==> src/rtl/wpc_pkg.sv <==
package wpc_pkg;

   typedef enum logic [1:0] {
      ST_IDLE   = 2'd0,
      ST_PROBE2 = 2'd1,
      ST_REFILL = 2'd2
   } wpc_state_e;

endpackage

==> src/rtl/wpc_pred_bits.sv <==
module wpc_pred_bits #(
   parameter int SET_W = 4
) (
   input  logic             clk,
   input  logic             rst_n,
   input  logic [SET_W-1:0] rd_set,
   output logic             rd_pred,
   input  logic             flip_en,
   input  logic [SET_W-1:0] flip_set
);
   localparam int NSETS = 1 << SET_W;

   logic [NSETS-1:0] pred_q;

   assign rd_pred = pred_q[rd_set];

   always_ff @(posedge clk) begin
      if (!rst_n) begin
         pred_q <= '0;
      end else if (flip_en) begin
         pred_q[flip_set] <= ~pred_q[flip_set];
      end
   end
endmodule

==> src/rtl/wpc_probe_map.sv <==
module wpc_probe_map #(
   parameter int ADDR_W = 10,
   parameter int SET_W  = 4,
   parameter bit PSEUDO = 1'b0,
   localparam int KEY_W  = ADDR_W - SET_W + 1,
   localparam int LINE_W = PSEUDO ? SET_W : SET_W + 1
) (
   input  logic [ADDR_W-1:0] addr,
   input  logic              pred,
   output logic [SET_W-1:0]  set,
   output logic [KEY_W-1:0]  key,
   output logic [LINE_W-1:0] first_line,
   output logic [LINE_W-1:0] second_line
);
   assign set = addr[SET_W-1:0];
   assign key = addr[ADDR_W-1:SET_W-1];

   generate
      if (PSEUDO) begin : g_pseudo
         localparam logic [SET_W-1:0] TOP_BIT = SET_W'(1) << (SET_W - 1);
         logic unused_pred;
         assign unused_pred = pred;
         assign first_line  = set;
         assign second_line = set ^ TOP_BIT;
      end else begin : g_way
         assign first_line  = {pred, set};
         assign second_line = {~pred, set};
      end
   endgenerate
endmodule

==> src/rtl/wpc_tag_store.sv <==
module wpc_tag_store #(
   parameter int KEY_W  = 8,
   parameter int LINE_W = 5,
   localparam int LINES = 1 << LINE_W
) (
   input  logic              clk,
   input  logic              rst_n,
   input  logic [LINE_W-1:0] rd_line,
   output logic              rd_valid,
   output logic [KEY_W-1:0]  rd_key,
   input  logic              wa_en,
   input  logic [LINE_W-1:0] wa_line,
   input  logic              wa_valid,
   input  logic [KEY_W-1:0]  wa_key,
   input  logic              wb_en,
   input  logic [LINE_W-1:0] wb_line,
   input  logic              wb_valid,
   input  logic [KEY_W-1:0]  wb_key
);
   logic [LINES-1:0] vld_q;
   logic [KEY_W-1:0] key_q [LINES];

   assign rd_valid = vld_q[rd_line];
   assign rd_key   = key_q[rd_line];

   always_ff @(posedge clk) begin
      if (!rst_n) begin
         for (int i = 0; i < LINES; i++) begin
            vld_q[i] <= 1'b0;
            key_q[i] <= '0;
         end
      end else begin
         for (int i = 0; i < LINES; i++) begin
            if (wa_en && wa_line == LINE_W'(i)) begin
               vld_q[i] <= wa_valid;
               key_q[i] <= wa_key;
            end else if (wb_en && wb_line == LINE_W'(i)) begin
               vld_q[i] <= wb_valid;
               key_q[i] <= wb_key;
            end
         end
      end
   end
endmodule

==> src/rtl/wpc_lookup.sv <==
module wpc_lookup #(
   parameter int ADDR_W = 10,
   parameter int SET_W  = 4,
   parameter bit PSEUDO = 1'b0
) (
   input  logic              clk,
   input  logic              rst_n,
   input  logic              req_valid,
   input  logic [ADDR_W-1:0] req_addr,
   output logic              req_ready,
   output logic              done,
   output logic              fast_hit,
   output logic              slow_hit,
   output logic              miss,
   output logic [SET_W:0]    resp_line,
   output logic              mem_req,
   output logic [ADDR_W-1:0] mem_addr,
   input  logic              mem_ack
);
   import wpc_pkg::*;

   localparam int KEY_W  = ADDR_W - SET_W + 1;
   localparam int LINE_W = PSEUDO ? SET_W : SET_W + 1;
   localparam int RESP_W = SET_W + 1;

   generate
      if (SET_W < 1 || ADDR_W <= SET_W) begin : g_bad_cfg
         $error("wpc_lookup: need SET_W >= 1 and ADDR_W > SET_W");
      end
   endgenerate

   wpc_state_e        state_q;
   logic [ADDR_W-1:0] addr_q;
   logic [LINE_W-1:0] first_q, second_q;
   logic              first_v_q;
   logic [KEY_W-1:0]  first_key_q;
   logic              done_q, fast_q, slow_q, miss_q;
   logic [LINE_W-1:0] resp_q;

   logic [ADDR_W-1:0] map_addr;
   logic [SET_W-1:0]  map_set;
   logic [KEY_W-1:0]  map_key;
   logic [LINE_W-1:0] map_first, map_second;
   logic              pred;
   logic [LINE_W-1:0] rd_line;
   logic              rd_valid;
   logic [KEY_W-1:0]  rd_key;
   logic              tag_match;
   logic              accept;
   logic              swap_en;
   logic              fill_en;
   logic              upd_en;

   assign map_addr  = (state_q == ST_IDLE) ? req_addr : addr_q;
   assign rd_line   = (state_q == ST_IDLE) ? map_first : second_q;
   assign tag_match = rd_valid && (rd_key == map_key);
   assign accept    = req_valid && (state_q == ST_IDLE);
   assign fill_en   = (state_q == ST_REFILL) && mem_ack;
   assign upd_en    = fill_en || swap_en;

   wpc_probe_map #(
      .ADDR_W (ADDR_W),
      .SET_W  (SET_W),
      .PSEUDO (PSEUDO)
   ) u_map (
      .addr        (map_addr),
      .pred        (pred),
      .set         (map_set),
      .key         (map_key),
      .first_line  (map_first),
      .second_line (map_second)
   );

   generate
      if (PSEUDO) begin : g_pseudo
         logic unused_set;
         assign unused_set = ^map_set;
         assign pred       = 1'b0;
         assign swap_en    = (state_q == ST_PROBE2) && tag_match;
      end else begin : g_way
         wpc_pred_bits #(
            .SET_W (SET_W)
         ) u_pred (
            .clk      (clk),
            .rst_n    (rst_n),
            .rd_set   (map_set),
            .rd_pred  (pred),
            .flip_en  ((state_q == ST_PROBE2) && tag_match),
            .flip_set (map_set)
         );
         assign swap_en = 1'b0;
      end
   endgenerate

   wpc_tag_store #(
      .KEY_W  (KEY_W),
      .LINE_W (LINE_W)
   ) u_tags (
      .clk      (clk),
      .rst_n    (rst_n),
      .rd_line  (rd_line),
      .rd_valid (rd_valid),
      .rd_key   (rd_key),
      .wa_en    (upd_en),
      .wa_line  (first_q),
      .wa_valid (1'b1),
      .wa_key   (map_key),
      .wb_en    (upd_en),
      .wb_line  (second_q),
      .wb_valid (first_v_q),
      .wb_key   (first_key_q)
   );

   always_ff @(posedge clk) begin
      if (!rst_n) begin
         state_q     <= ST_IDLE;
         addr_q      <= '0;
         first_q     <= '0;
         second_q    <= '0;
         first_v_q   <= 1'b0;
         first_key_q <= '0;
         done_q      <= 1'b0;
         fast_q      <= 1'b0;
         slow_q      <= 1'b0;
         miss_q      <= 1'b0;
         resp_q      <= '0;
      end else begin
         done_q <= 1'b0;
         fast_q <= 1'b0;
         slow_q <= 1'b0;
         miss_q <= 1'b0;
         unique case (state_q)
            ST_IDLE: begin
               if (accept) begin
                  addr_q      <= req_addr;
                  first_q     <= map_first;
                  second_q    <= map_second;
                  first_v_q   <= rd_valid;
                  first_key_q <= rd_key;
                  if (tag_match) begin
                     done_q <= 1'b1;
                     fast_q <= 1'b1;
                     resp_q <= map_first;
                  end else begin
                     state_q <= ST_PROBE2;
                  end
               end
            end
            ST_PROBE2: begin
               done_q <= 1'b1;
               if (tag_match) begin
                  slow_q  <= 1'b1;
                  resp_q  <= PSEUDO ? first_q : second_q;
                  state_q <= ST_IDLE;
               end else begin
                  miss_q  <= 1'b1;
                  resp_q  <= first_q;
                  state_q <= ST_REFILL;
               end
            end
            ST_REFILL: begin
               if (mem_ack) state_q <= ST_IDLE;
            end
            default: state_q <= ST_IDLE;
         endcase
      end
   end

   assign req_ready = (state_q == ST_IDLE);
   assign done      = done_q;
   assign fast_hit  = fast_q;
   assign slow_hit  = slow_q;
   assign miss      = miss_q;
   assign resp_line = RESP_W'(resp_q);
   assign mem_req   = (state_q == ST_REFILL);
   assign mem_addr  = addr_q;
endmodule

==> config.mk <==
export PLATFORM = sky130hd
export DESIGN_NAME = wpc_lookup
export DESIGN_NICKNAME = d
export VERILOG_FILES = /design/src/rtl/wpc_pkg.sv /design/src/rtl/wpc_pred_bits.sv /design/src/rtl/wpc_probe_map.sv /design/src/rtl/wpc_tag_store.sv /design/src/rtl/wpc_lookup.sv
export SDC_FILE = /design/constraint.sdc
export NUM_CORES = 1
export LEC_CHECK = 0
export BUFFER_PORTS_ARGS = -buffer_cell sky130_fd_sc_hd__clkbuf_2
export CORE_MARGIN = 5
export CORE_UTILIZATION = 63
export CTS_CLUSTER_DIAMETER = 80
export CTS_CLUSTER_SIZE = 16
export DETAILED_ROUTE_END_ITERATION = 7
export GPL_TIMING_DRIVEN = 1
export PLACE_DENSITY = 0.78
export SLEW_MARGIN = 20
export SYNTH_ARGS = -nofsm -noshare
export SYNTH_HDL_FRONTEND = slang
export SYNTH_SLANG_ARGS = --single-unit
==> constraint.sdc <==
create_clock -name clk -period 5.6 [get_ports clk]
set_input_delay 1.4 -clock clk [delete_from_list [all_inputs] [get_ports clk]]
set_output_delay 1.4 -clock clk [all_outputs]
set_load 0.02 [all_outputs]
==> out/metrics.cfg <==
[status]
status=completed

[routing]
drt_iter0_drc=2418
drc=0
postRouteAntennaNets=0
via_per_inst=7.162
firstDrtPassIters=6
post_drt_wl_per_cell_um=26.02
vias=14203
wl_um=51600

[power_and_ir_drop]
ir_drop_mv=0.3437
power_leakage_nw=7.412
p_per_area_nw_per_um2=288.0
power.total_w=0.005154

[grt]
antenna_found_initial=1
grt.overflow.total=0
grt_pass1_vias=13076
grt_usage_pct=33.27
grt_start_max_net_pins=113
grt_pass1_wl_um=79360

[clock_tree]
htree_levels=1
ctsLongestPathBuffers=3
holdBufCountCts=0
cts_root_buf=clkbuf_16
cts_inserted_buffers=23
cts_tree=done
clock_latency_ns=0.55
cts-resized-gates=0
cts.sinks=307
post_cts_buffers=0
clkSlewWorstSetupHoldPaths_ns=0.07

[sta]
rsz0062_at_grt=false
fin_crit_ns=4.845
tns_ns=0
setup_viol=0
hold_violations=0
period_share_pct=86.51
slew_headroom_pct=20.47
finClkSkew_ns=0.01705
drv_slew=0
max_freq_mhz=206.4
hold_ws_ns=0.4598
tightest_slew_ns=1.188

[finish]
final_common_cell=nand2_1
stdcell_count=1983
area_growth_syn_to_layout_pct=7.066
nNetsFinal=1645
layout-drive-gt1-share_pct=9.836
final_cell_mix=nand2_1, edfxtp_1, nor2_1, a211oi_1, o211a_1

[worst_hold_path]
min_from=g_way.u_pred.pred_q[3]$_SDFFE_PN0P_
hold_end=g_way.u_pred.pred_q[3]$_SDFFE_PN0P_
hold_path.class=flop to flop
min_delay_path_depth=2

[synth]
syn_area_per_cell_um2=9.950
async_reset_ff_share_pct=0
synthTopCellsByArea=edfxtp_1, dfxtp_1, nand2_1, mux2i_1, o211a_1
synth_seq_cells=307
synthesis.area_um2=16720
synth.top_cell.area_share_pct=40.24
yosys_warnings=0
synth_ff_type=edfxtp_1
synth_edf_count=224
synth_seq_area_share_pct=50.18
yosysUniqueCellTypes=74
syn_nets=1694
yosysTopAreaCell=edfxtp_1
synthCells=1680

[setup_path]
worst-r2r-cell-count=12
cp-end-kind=flop
worst-path-buf-inv=3
r2r_setup_slack_ns=1.01
critPathTopFamily=simple AND/OR/NAND/NOR gates
crit_fanout=30
r2r-start=state_q[0]$_SDFFE_PN0P_
worst_path_max_delay_cell=or4_1
cpPeakStageDelay_ns=0.61
critical_path_class=input port to flop
required_ns=6.04
worstPathArrival_ns=5.29
reg2reg_to=resp_line[4]$_SDFFE_PN0P_
startpoint_type=input port
crit_chain=clkbuf_2 > or3b_1 > nand2_4 > buf_4 > mux2i_1 > o22ai_1 > or4_1 > a221o_1 > o2bb2ai_1 > nor3_2 > buf_12 > a21oi_1 > o32ai_1
cp_num_cells=13

[floorplanning]
rows=59
fp.dieW_um=172.9
coreArea_um2=26060
die_y_um=172.9
start_util_pct=64.15
num_io_pins=35
die_area_um2=29890

[placed_design]
place_inst=1939
hpwlAfterDp_um=34950
io_buffers=34
place_congestion=0.9989

[job]
maxCapViolCount=0

==> how the worst max path moves through the flow <==
stage,from,to
after CTS,req_addr[0],resp_line[4]$_SDFFE_PN0P_
after global routing,req_addr[0],resp_line[4]$_SDFFE_PN0P_
after global placement,req_addr[0],resp_line[4]$_SDFFE_PN0P_
after detailed placement,req_addr[0],resp_line[1]$_SDFFE_PN0P_
final,req_addr[0],resp_line[4]$_SDFFE_PN0P_
after floorplan,req_addr[0],resp_line[4]$_SDFFE_PN0P_
==> stage by stage <==
step	utilization, %	setup slack [ns]	cell area (um^2)
5_1_grt	68.67	0.6904	17890
2_1_floorplan	-	0.9655	16720
3_5_place_dp	65.92	0.4030	17180
6_report	68.68	0.7554	17900
3_3_place_gp	65.92	0.4914	17180
4_1_cts	68.46	0.8821	17840
==> cells in the mapped netlist (5+ instances only) <==
cell type / count
mux2i_1: 101
nand2_1: 271
dfxtp_1: 83
a211oi_1: 130
a22oi_1: 6
nor2b_1: 22
nor3b_1: 10
nand2b_1: 7
and2_1: 13
edfxtp_1: 224
buf_1: 5
nor3_1: 15
o21ai_0: 81
a31oi_1: 8
a21boi_0: 17
mux4_2: 18
o32ai_1: 6
a21oi_1: 55
inv_1: 7
clkbuf_1: 131
or4_1: 9
nand3_1: 32
and3_1: 12
nor2_1: 174
buf_2: 20
nor4_1: 8
o22ai_1: 36
o211a_1: 100
==> cell families (layout without fill, tap and decap cells) <==
family / Yosys count / count (layout) / share of synthesized area, %
buffers and inverters: 168 / 135 / 4.034
DFF: 307 / 307 / 50.18
AOI/OAI and AO/OA: 481 / 481 / 21.15
other: 0 / 1 / 0
xor gates and xnor gates: 2 / 2 / 0.1048
and+or+nand+nor: 601 / 601 / 15.93
muxes: 121 / 121 / 8.608
==> tightest hold or removal path, cell delays in order, from the launching register on <==
cell	delay (ns)
dfxtp_1	0.31
nand2_1	0.05
mux2i_1	0.05
==> routing by layer <==
| layer | wire, um | vias to the layer above | share of wire (%) | track usage [%] |
|---|---|---|---|---|
| li1 | - | 6186 | - | - |
| met1 | 20180 | 6784 | 39 | 48.95 |
| met2 | 22610 | 1068 | 44 | 49.53 |
| met3 | 6765 | 163 | 13 | 7.140 |
| met4 | 2035 | 2 | 3.9 | 11.10 |
| met5 | 13 | - | 0.025 | 0 |
==> registers in the layout, indices dropped and copies added (netlist names) <==
| signal | flops |
|---|---|
| resp_line | 5 |
| miss | 1 |
| state_q | 2 |
| u_tags.key_q | 224 |
| u_tags.vld_q | 32 |
| slow_hit | 1 |
| fast_hit | 1 |
| g_way.u_pred.pred_q | 16 |
| mem_addr | 10 |
| first_v_q | 1 |
| second_q | 1 |
| first_key_q | 7 |
| done | 1 |
| first_q | 5 |
==> layout make-up <==
class                           instances  area [um^2]
Antenna cell                            1        2.502
Timing Repair Buffer                   86        644.4
Multi-Input combinational cell       1205         7752
Tap cell                              335        419.2
Sequential cell                       307         8388
Clock inverter                          2        25.02
Clock buffer                           39        635.6
Inverter                                8        30.03
Fill cell                            2026         8162
==> where the power goes <==
part           total (W)  internal [W]  switching (W)  leakage (nW)
sequential       0.00263       0.00254      0.0000897          2.97
combinational   0.000928      0.000311       0.000617          4.12
clock            0.00159      0.000779       0.000812         0.314
total            0.00515       0.00364        0.00152          7.41
No activity file was read; power rests on OpenSTA's default activity.
